==> config.mk <==
export PLATFORM = sky130hd
export DESIGN_NAME = pci_cfg_hdr
export DESIGN_NICKNAME = d
export VERILOG_FILES = /design/src/rtl/pci_cfg_pkg.sv /design/src/rtl/pci_cfg_bar_area.sv /design/src/rtl/pci_cfg_err.sv /design/src/rtl/pci_cfg_hdr.sv
export SDC_FILE = /design/constraint.sdc
export NUM_CORES = 1
export LEC_CHECK = 0
export ABC_CLOCK_PERIOD_IN_PS = 3890
export BUFFER_PORTS_ARGS = -buffer_cell sky130_fd_sc_hd__buf_2
export CAP_MARGIN = 20
export CORE_ASPECT_RATIO = 1.2
export CORE_UTILIZATION = 55
export DETAILED_ROUTE_END_ITERATION = 6
export GPL_TIMING_DRIVEN = 0
export PLACE_DENSITY = 0.88
export SYNTH_ARGS = -nofsm -noshare
export SYNTH_HDL_FRONTEND = slang
export SYNTH_SLANG_ARGS = --single-unit
export TNS_END_PERCENT = 50
==> constraint.sdc <==
create_clock -name clk_i -period 3.89 [get_ports clk_i]
set_input_delay 1.167 -clock clk_i [delete_from_list [all_inputs] [get_ports clk_i]]
set_output_delay 1.167 -clock clk_i [all_outputs]
set_load 0.005 [all_outputs]
==> src/rtl/pci_cfg_pkg.sv <==
package pci_cfg_pkg;
  typedef enum logic [1:0] {BM_TARGET = 2'd0, BM_BOTH = 2'd1, BM_MASTER = 2'd2} bm_mode_e;
  typedef enum logic [1:0] {AREA_NONE = 2'd0, AREA_TWO32 = 2'd1, AREA_ONE64 = 2'd2} area_kind_e;

  localparam int unsigned N_AREA = 3;
  localparam int unsigned N_ERR  = 6;
  localparam int unsigned LGW    = 7;

  function automatic logic [63:0] size_mask(int unsigned lg);
    if (lg >= 64) return 64'h0;
    return ~64'h0 << lg;
  endfunction
endpackage

==> src/rtl/pci_cfg_bar_area.sv <==
module pci_cfg_bar_area
  import pci_cfg_pkg::*;
#(
  parameter area_kind_e  KIND    = AREA_NONE,
  parameter int unsigned LOG2_LO = 4,
  parameter bit          IO_LO   = 1'b0,
  parameter bit          PREF_LO = 1'b0,
  parameter int unsigned LOG2_HI = 4,
  parameter bit          IO_HI   = 1'b0,
  parameter bit          PREF_HI = 1'b0
) (
  input  logic        clk_i,
  input  logic        rst_ni,
  input  logic        wr_lo_i,
  input  logic        wr_hi_i,
  input  logic [3:0]  be_i,
  input  logic [31:0] wdata_i,
  output logic [31:0] rd_lo_o,
  output logic [31:0] rd_hi_o
);
  localparam logic [63:0] M_LO64 = size_mask(LOG2_LO);
  localparam logic [63:0] M_HI64 = size_mask(LOG2_HI);
  localparam logic [31:0] MSK_LO = (KIND == AREA_NONE) ? 32'h0 : M_LO64[31:0];
  localparam logic [31:0] MSK_HI = (KIND == AREA_NONE)  ? 32'h0 :
                                   (KIND == AREA_ONE64) ? M_LO64[63:32] : M_HI64[31:0];
  localparam logic [31:0] TYP_LO = (KIND == AREA_NONE)  ? 32'h0 :
                                   (KIND == AREA_ONE64) ? {28'h0, PREF_LO, 3'b100} :
                                   IO_LO ? 32'h1 : {28'h0, PREF_LO, 3'b000};
  localparam logic [31:0] TYP_HI = (KIND != AREA_TWO32) ? 32'h0 :
                                   IO_HI ? 32'h1 : {28'h0, PREF_HI, 3'b000};

  logic [31:0] lo_q, hi_q;

  always_ff @(posedge clk_i or negedge rst_ni) begin
    if (!rst_ni) begin
      lo_q <= '0;
      hi_q <= '0;
    end else begin
      for (int b = 0; b < 4; b++) begin
        if (wr_lo_i && be_i[b]) lo_q[b*8 +: 8] <= wdata_i[b*8 +: 8] & MSK_LO[b*8 +: 8];
        if (wr_hi_i && be_i[b]) hi_q[b*8 +: 8] <= wdata_i[b*8 +: 8] & MSK_HI[b*8 +: 8];
      end
    end
  end

  assign rd_lo_o = (lo_q & MSK_LO) | TYP_LO;
  assign rd_hi_o = (hi_q & MSK_HI) | TYP_HI;

  if (KIND == AREA_NONE) begin : g_unused

    unused_zero_chk: assert property (@(posedge clk_i) disable iff (!rst_ni)
      (rd_lo_o == 32'h0) && (rd_hi_o == 32'h0));
  end
endmodule

==> src/rtl/pci_cfg_err.sv <==
module pci_cfg_err
  import pci_cfg_pkg::*;
#(
  parameter logic [N_ERR-1:0] MASK = '1
) (
  input  logic             clk_i,
  input  logic             rst_ni,
  input  logic [N_ERR-1:0] evt_i,
  input  logic [N_ERR-1:0] clr_i,
  output logic [N_ERR-1:0] err_o,
  output logic             any_o
);
  logic [N_ERR-1:0] err_q;

  always_ff @(posedge clk_i or negedge rst_ni) begin
    if (!rst_ni) err_q <= '0;
    else         err_q <= (err_q & ~clr_i) | evt_i;  // set beats clear
  end

  assign err_o = err_q;
  assign any_o = |(err_q & MASK);

  for (genvar k = 0; k < N_ERR; k++) begin : g_chk

    evt_sets_chk: assert property (@(posedge clk_i) disable iff (!rst_ni)
      evt_i[k] |=> err_o[k]);

    clr_drops_chk: assert property (@(posedge clk_i) disable iff (!rst_ni)
      (clr_i[k] && !evt_i[k]) |=> !err_o[k]);
  end
endmodule

==> src/rtl/pci_cfg_hdr.sv <==
module pci_cfg_hdr
  import pci_cfg_pkg::*;
#(
  parameter logic [15:0]        VENDOR_ID  = 16'h1234,
  parameter logic [15:0]        DEVICE_ID  = 16'h5678,
  parameter logic [7:0]         REV_ID     = 8'h01,
  parameter logic [23:0]        CLASS_CODE = 24'h020000,
  parameter bm_mode_e           BM_MODE    = BM_BOTH,
  parameter logic [N_ERR-1:0]   ERR_MASK   = '1,
  parameter logic [7:0]         LAT_INIT   = 8'h20,
  parameter logic [2*N_AREA-1:0] AREA_KIND = {2'd0, 2'd2, 2'd1},
  parameter logic [LGW*2*N_AREA-1:0] BAR_LOG2 = {7'd4, 7'd4, 7'd4, 7'd20, 7'd12, 7'd8},
  parameter logic [2*N_AREA-1:0] BAR_IO    = 6'b000001,
  parameter logic [2*N_AREA-1:0] BAR_PREF  = 6'b000010
) (
  input  logic             clk_i,
  input  logic             rst_ni,
  input  logic             cfg_req_i,
  input  logic             cfg_we_i,
  input  logic [5:0]       cfg_addr_i,
  input  logic [3:0]       cfg_be_i,
  input  logic [31:0]      cfg_wdata_i,
  output logic [31:0]      cfg_rdata_o,
  output logic             rd_valid_o,
  input  logic [N_ERR-1:0] err_evt_i,
  output logic             bus_master_o,
  output logic             err_any_o
);
  localparam int unsigned BAR_BASE = 4;

  logic wr;
  assign wr = cfg_req_i && cfg_we_i;

  // bus-master enable
  logic bm_q;
  if (BM_MODE == BM_BOTH) begin : g_bm_rw
    always_ff @(posedge clk_i or negedge rst_ni) begin
      if (!rst_ni) bm_q <= 1'b0;
      else if (wr && cfg_addr_i == 6'd1 && cfg_be_i[0]) bm_q <= cfg_wdata_i[2];
    end
  end else begin : g_bm_ro
    assign bm_q = (BM_MODE == BM_MASTER);
  end
  assign bus_master_o = bm_q;

  // latency timer, low three bits hardwired
  logic [4:0] lat_q;
  always_ff @(posedge clk_i or negedge rst_ni) begin
    if (!rst_ni) lat_q <= LAT_INIT[7:3];
    else if (wr && cfg_addr_i == 6'd3 && cfg_be_i[1]) lat_q <= cfg_wdata_i[15:11];
  end

  // status error bits, all in byte 3 of dword 1
  logic [N_ERR-1:0] err, err_clr;
  logic             st_wr;
  assign st_wr   = wr && cfg_addr_i == 6'd1 && cfg_be_i[3];
  assign err_clr = st_wr ? {cfg_wdata_i[31:27], cfg_wdata_i[24]} : '0;

  pci_cfg_err #(.MASK(ERR_MASK)) u_err (
    .clk_i (clk_i),
    .rst_ni(rst_ni),
    .evt_i (err_evt_i),
    .clr_i (err_clr),
    .err_o (err),
    .any_o (err_any_o)
  );

  // BAR areas
  logic [31:0] bar_lo [N_AREA];
  logic [31:0] bar_hi [N_AREA];

  for (genvar a = 0; a < N_AREA; a++) begin : g_area
    localparam logic [5:0] A_LO = 6'(BAR_BASE + 2*a);
    localparam logic [5:0] A_HI = 6'(BAR_BASE + 2*a + 1);
    pci_cfg_bar_area #(
      .KIND   (area_kind_e'(AREA_KIND[2*a +: 2])),
      .LOG2_LO(int'(BAR_LOG2[LGW*(2*a) +: LGW])),
      .IO_LO  (BAR_IO[2*a]),
      .PREF_LO(BAR_PREF[2*a]),
      .LOG2_HI(int'(BAR_LOG2[LGW*(2*a+1) +: LGW])),
      .IO_HI  (BAR_IO[2*a+1]),
      .PREF_HI(BAR_PREF[2*a+1])
    ) u_area (
      .clk_i  (clk_i),
      .rst_ni (rst_ni),
      .wr_lo_i(wr && cfg_addr_i == A_LO),
      .wr_hi_i(wr && cfg_addr_i == A_HI),
      .be_i   (cfg_be_i),
      .wdata_i(cfg_wdata_i),
      .rd_lo_o(bar_lo[a]),
      .rd_hi_o(bar_hi[a])
    );
  end

  // read mux
  logic [31:0] rd_mux;
  always_comb begin
    rd_mux = '0;
    unique case (cfg_addr_i)
      6'd0: rd_mux = {DEVICE_ID, VENDOR_ID};
      6'd1: rd_mux = {err[5:1], 2'b00, err[0], 8'h00, 13'h0, bm_q, 2'b00};
      6'd2: rd_mux = {CLASS_CODE, REV_ID};
      6'd3: rd_mux = {16'h0, lat_q, 3'b000, 8'h00};
      6'd4: rd_mux = bar_lo[0];
      6'd5: rd_mux = bar_hi[0];
      6'd6: rd_mux = bar_lo[1];
      6'd7: rd_mux = bar_hi[1];
      6'd8: rd_mux = bar_lo[2];
      6'd9: rd_mux = bar_hi[2];
      default: rd_mux = '0;
    endcase
  end

  logic [31:0] rdata_q;
  logic        rvld_q;
  always_ff @(posedge clk_i or negedge rst_ni) begin
    if (!rst_ni) begin
      rdata_q <= '0;
      rvld_q  <= 1'b0;
    end else begin
      rvld_q <= cfg_req_i && !cfg_we_i;
      if (cfg_req_i && !cfg_we_i) rdata_q <= rd_mux;
    end
  end
  assign cfg_rdata_o = rdata_q;
  assign rd_valid_o  = rvld_q;


  rd_strobe_chk: assert property (@(posedge clk_i) disable iff (!rst_ni)
    (cfg_req_i && !cfg_we_i) |=> rd_valid_o);

  no_spurious_chk: assert property (@(posedge clk_i) disable iff (!rst_ni)
    !(cfg_req_i && !cfg_we_i) |=> !rd_valid_o);

  bm_fixed_chk: assert property (@(posedge clk_i) disable iff (!rst_ni)
    (BM_MODE == BM_MASTER) ? bus_master_o : ((BM_MODE == BM_TARGET) ? !bus_master_o : 1'b1));

  lat_low_chk: assert property (@(posedge clk_i) disable iff (!rst_ni)
    (cfg_req_i && !cfg_we_i && cfg_addr_i == 6'd3) |=> (cfg_rdata_o[10:8] == 3'b000));
endmodule

* Yosys cells after proc, flatten, opt, wreduce, memory -nomap -nowiden
Cells that the tools add are included.
Cells by class: equal/unequal tests 7, mux-type cells 2, bitwise gates (word level) 3, reduce and logical (&&, ||, !) cells 26
Operators with widths (number):
- $pmux 32 s8 | 1
- $eq 6x3->1 const B | 4
- $logic_and 1x1->1 | 23
- $eq 6x2->1 const B | 2
- $and 6x6->6 | 1
- $eq 6x1->1 const B | 1
- $logic_not 6->1 | 1
- $mux 6 | 1
- $not 6->6 | 1
- $or 6x6->6 | 1
- $reduce_or 6->1 | 1
- $logic_not 1->1 | 1
Word-level totals: bits in registers 133, input port bits 52, output and inout port bits 35, word-level logic and storage cells 55

* Longest topological paths before layout
depth in word-level cells 7, mapped depth 7, depth with buffers taken out 5

* Modules after synthesis
Synthesis repeated with hierarchy kept, for this count alone.
Unflattened totals: cells, all modules 619, area total of the unflattened synthesis 7470.9 um^2
Modules (own cells, without submodules):
- pci_cfg_hdr | times used 1, cells an instance 301, area an instance 3178.0 um^2, sequential area each 977.2 um^2
- pci_cfg_bar_area at g_area[0].u_area | times used 1, cells an instance 116, area an instance 1789.2 um^2, sequential area each 1101.1 um^2
- pci_cfg_bar_area at g_area[1].u_area | times used 1, cells an instance 116, area an instance 1786.7 um^2, sequential area each 1101.1 um^2
- pci_cfg_bar_area at g_area[2].u_area | times used 1, cells an instance 65, area an instance 484.2 um^2, sequential area each 0.0 um^2
- pci_cfg_err | times used 1, cells an instance 21, area an instance 232.7 um^2, sequential area each 150.1 um^2

* Worst setup path before layout
No wires, ideal clock.
kind input-to-reg, start point input port cfg_addr_i[0], end point register g_area[1].u_area.hi_q[10], data arrival time 2.499 ns, required time 3.765 ns, setup slack 1.266 ns, stages 6, cell sequence buf_2 and2_1 clkbuf_1 nand2_1 nor2_2 mux2_2
On the way: cells in the longest elaborated chain, start to end 3
RTL lines:
- from (decl) | line pci_cfg_hdr.sv:20 | input logic [5:0] cfg_addr_i,
- $eq 6x3->1 | line pci_cfg_hdr.sv:87 | .wr_hi_i(wr && cfg_addr_i == A_HI),
- $logic_and 1x1->1 | line pci_cfg_hdr.sv:87
- $logic_and 1x1->1 | line pci_cfg_bar_area.sv:41 | if (wr_hi_i && be_i[b]) hi_q[b*8 +: 8] <= wdata_i[b*8 +: 8] & MSK_HI[b*8 +: 8];
- to (signal, indexed assignment) | line pci_cfg_bar_area.sv:41
- to (decl) | line pci_cfg_bar_area.sv:32 | logic [31:0] lo_q, hi_q;
No other way between the ends. A chain may end at the register's enable or synchronous reset.

* Worst setup path after layout
start point input port cfg_addr_i[1], end point register rdata_q[14], in the netlist cfg_rdata_o[14]
On the way: cells in the longest elaborated chain, start to end 2, elaborated cells on any way between the ends 9, classes of those cells 7 x eq/ne; 1 x mux; 1 x reduce/logical
RTL lines:
- $eq 6x3->1, or another cell as far along | line pci_cfg_hdr.sv:99 | unique case (cfg_addr_i)
- $pmux 32 s8 (*) | line pci_cfg_hdr.sv:99
- to (signal assigned) | line pci_cfg_hdr.sv:122 | if (cfg_req_i && !cfg_we_i) rdata_q <= rd_mux;
- to (decl) | line pci_cfg_hdr.sv:114 | logic [31:0] rdata_q;
Every way passes the cells marked *; elsewhere a longest branch is shown, timed or not.

==> metrics.cfg <==
[run_status]
status=finished, final reports clean

[drt]
wl_mm=15.1
vias=4284
drc=0
viasPerCell=6.28
ant_nets=0
dr.pass1.iters=6
wl_per_cell_um=22.2
drtIter0Drc=388

[clocking]
numCtsBuffers=17
htree_levels=4
clock-sinks=133
cts_tree=done
clk_pin_slew_ns=0.06
ctsRootBufferMaster=clkbuf_16
insertion_delay_ns=0.42
cts_resized=0
cts_hold_buf=0
cts_setup_buffers=0
clk_path_buf_depth=2

[critical_path]
endpoint_kind=flop
cp-start-kind=input port
worstPathArrival_ns=3.22
worst-path-max-fanout=10
cp.required_ns=4.21
path_class=in -> reg

[power_and_ir_drop]
power.total_uw=3280
p_leak_uw=0.00343
powerDensity_nw_per_um2=469
peakVddDrop_uv=215

[synthesis]
synth_warnings=0
yosys.cell_count.top_type=dfrtp_1
synthDistinctLibCells=41
synthTopCellsByCount=132 x dfrtp_1, 90 x mux2_2, 36 x nand2_1, 25 x a21oi_1, 24 x o21ai_0
syn-cell-area_um2=5780
synth_top_area_frac=0.572
synth_ff_type=dfrtp_1
synth.avg_cell_area_um2=13.2
synth_top_area_cell=dfrtp_1
synthArstFlopShare=1.00
syn_nets=490
synth_edf_count=0
synth_cells=438
yosysSeqAreaShare=0.576
synth_seq_cells=133
synthTopCellsByArea=dfrtp_1 57%, mux2_2 18%, mux4_2 2.7%, nand2_1 2.3%, a21oi_1 2.2%

[final_layout]
final_cell_count_no_fill=682
syn2layout_area_growth_pct=20.9
antennaDiodeCount=0
drive_above_1_share=0.437
layout.nets=595
num-fill-cells=670
seqCellArea_um2=3330
final_area_um2=6980
multi_input_area_um2=2340

[sta]
setup_viol=0
worst_slew_pin_slew_ns=1.04
period_minus_slack_ns=2.90
fmax_mhz=345
slew_viol_final=0
clock_skew_ns=0.00603
period_share=0.745
max_slew_margin=0.301
hold_viol=0
totalNegativeSetupSlack_ns=0
rsz0062_at_grt=false

[floorplanning]
fp.dieW_um=95.6
top_level_ports=87
core_um2=10100
dieArea_um2=10900
die_y_um=114
initial_core_util=0.572
rows=40

[placed_design]
port_buffers=85
gp_congestion=0.865
detailed_place_hpwl_mm=9.96
dpl_cell_area_um2=6390
dp.cells=650

[min_path]
hp-class=reg -> reg

[global_route]
grt_util_all_layers=0.305
antenna_found_initial=0
grt_pass1_vias=4577
grt_overflow=0
grt_max_degree=106
grt_pass1_wl_mm=24.3

[flow_run]
maxCapViolations=0

==> power by group <==
part | leakage (µW) | switching (µW) | internal [µW]
Clock | 0.000289 | 586 | 1010
Combinational | 0.00134 | 123 | 94.7
Sequential | 0.00180 | 30.9 | 1440
==> kinds of logic (layout without fill, tap and decap cells) <==
family | count (synthesis) | count (layout) | share of synthesized area
muxes | 109 | 109 | 0.230
and+or+nand+nor | 87 | 87 | 0.0810
AOI/OAI and AO/OA | 85 | 85 | 0.0940
DFF | 133 | 133 | 0.576
buffers and inverters | 24 | 142 | 0.0184
==> registers in the layout, indices dropped and copies added (netlist names) <==
| register | cells |
|---|---|
| g_area.u_area.lo_q | 36 |
| rd_valid_o | 1 |
| g_area.u_area.hi_q | 20 |
| bus_master_o | 1 |
| cfg_rdata_o | 32 |
| g_area.u_area.rd_hi_o | 32 |
| lat_q | 5 |
| u_err.err_o | 6 |
==> area by class of cell <==
class                      count  share of cell area
clock buffer                  23              0.0699
multi-input combinational    281               0.335
tap                          126              0.0226
buffer                        19              0.0125
inverter                       5             0.00269
clock inverter                 9              0.0143
timing repair buffer          86              0.0658
sequential                   133               0.477
==> final timing paths <==
kind	to	startpoint	cells after the start	slack, ns
setup / recovery	cfg_rdata_o[14]	cfg_addr_i[1]	7	0.99
hold / removal	cfg_rdata_o[1]	cfg_rdata_o[1]	2	0.48
setup reg to reg	cfg_rdata_o[28]	g_area[1].u_area.rd_hi_o[28]	2	2.58
hold reg to reg	cfg_rdata_o[1]	cfg_rdata_o[1]	2	0.48
max in group asynchronous	lat_q[2]	rst_ni	2	2.48
min in group asynchronous	g_area[0].u_area.hi_q[28]	rst_ni	1	0.62
==> critical path, stage by stage <==
cell and delay [ns]:
buf_2 0.14, clkbuf_1 0.49, nand2_1 0.27, nor2_1 0.45, buf_4 0.30, a22oi_1 0.13
a21oi_1 0.26
==> through the flow <==
step | hold WS, ns | worst slack [ns] | util
floorplan | 0.470 | 1.27 | -
global placement | 0.458 | 0.0611 | 0.629
detailed placement | 0.470 | 0.686 | 0.633
CTS | 0.483 | 1.03 | 0.691
global route | 0.506 | 0.947 | 0.691
finish | 0.475 | 0.991 | 0.691
==> per-layer routing <==
metal	global-route usage	part of all wire	vias up
li1	-	-	1815
met1	0.366	0.38	2202
met2	0.502	0.51	210
met3	0.0790	0.068	57
met4	0.161	0.043	0
met5	0	0	-
==> cells in the final DEF, fill, tap and decap left out, types with 6 or more instances in the layout <==
| master | Yosys | final |
|---|---|---|
| a21o_1 | 6 | 6 |
| a21oi_1 | 25 | 25 |
| a221oi_1 | 9 | 9 |
| a22oi_1 | 9 | 9 |
| buf_2 | 4 | 88 |
| clkbuf_1 | 13 | 15 |
| clkbuf_16 | 0 | 17 |
| dfrtp_1 | 132 | 132 |
| mux2_2 | 90 | 90 |
| mux2_4 | 8 | 8 |
| mux4_2 | 7 | 7 |
| nand2_1 | 36 | 36 |
| nand2b_1 | 8 | 8 |
| nand3_1 | 8 | 8 |
| nor2_1 | 9 | 9 |
| nor2_2 | 7 | 7 |
| o21ai_0 | 24 | 24 |
Power figures use the tool's default switching activity.
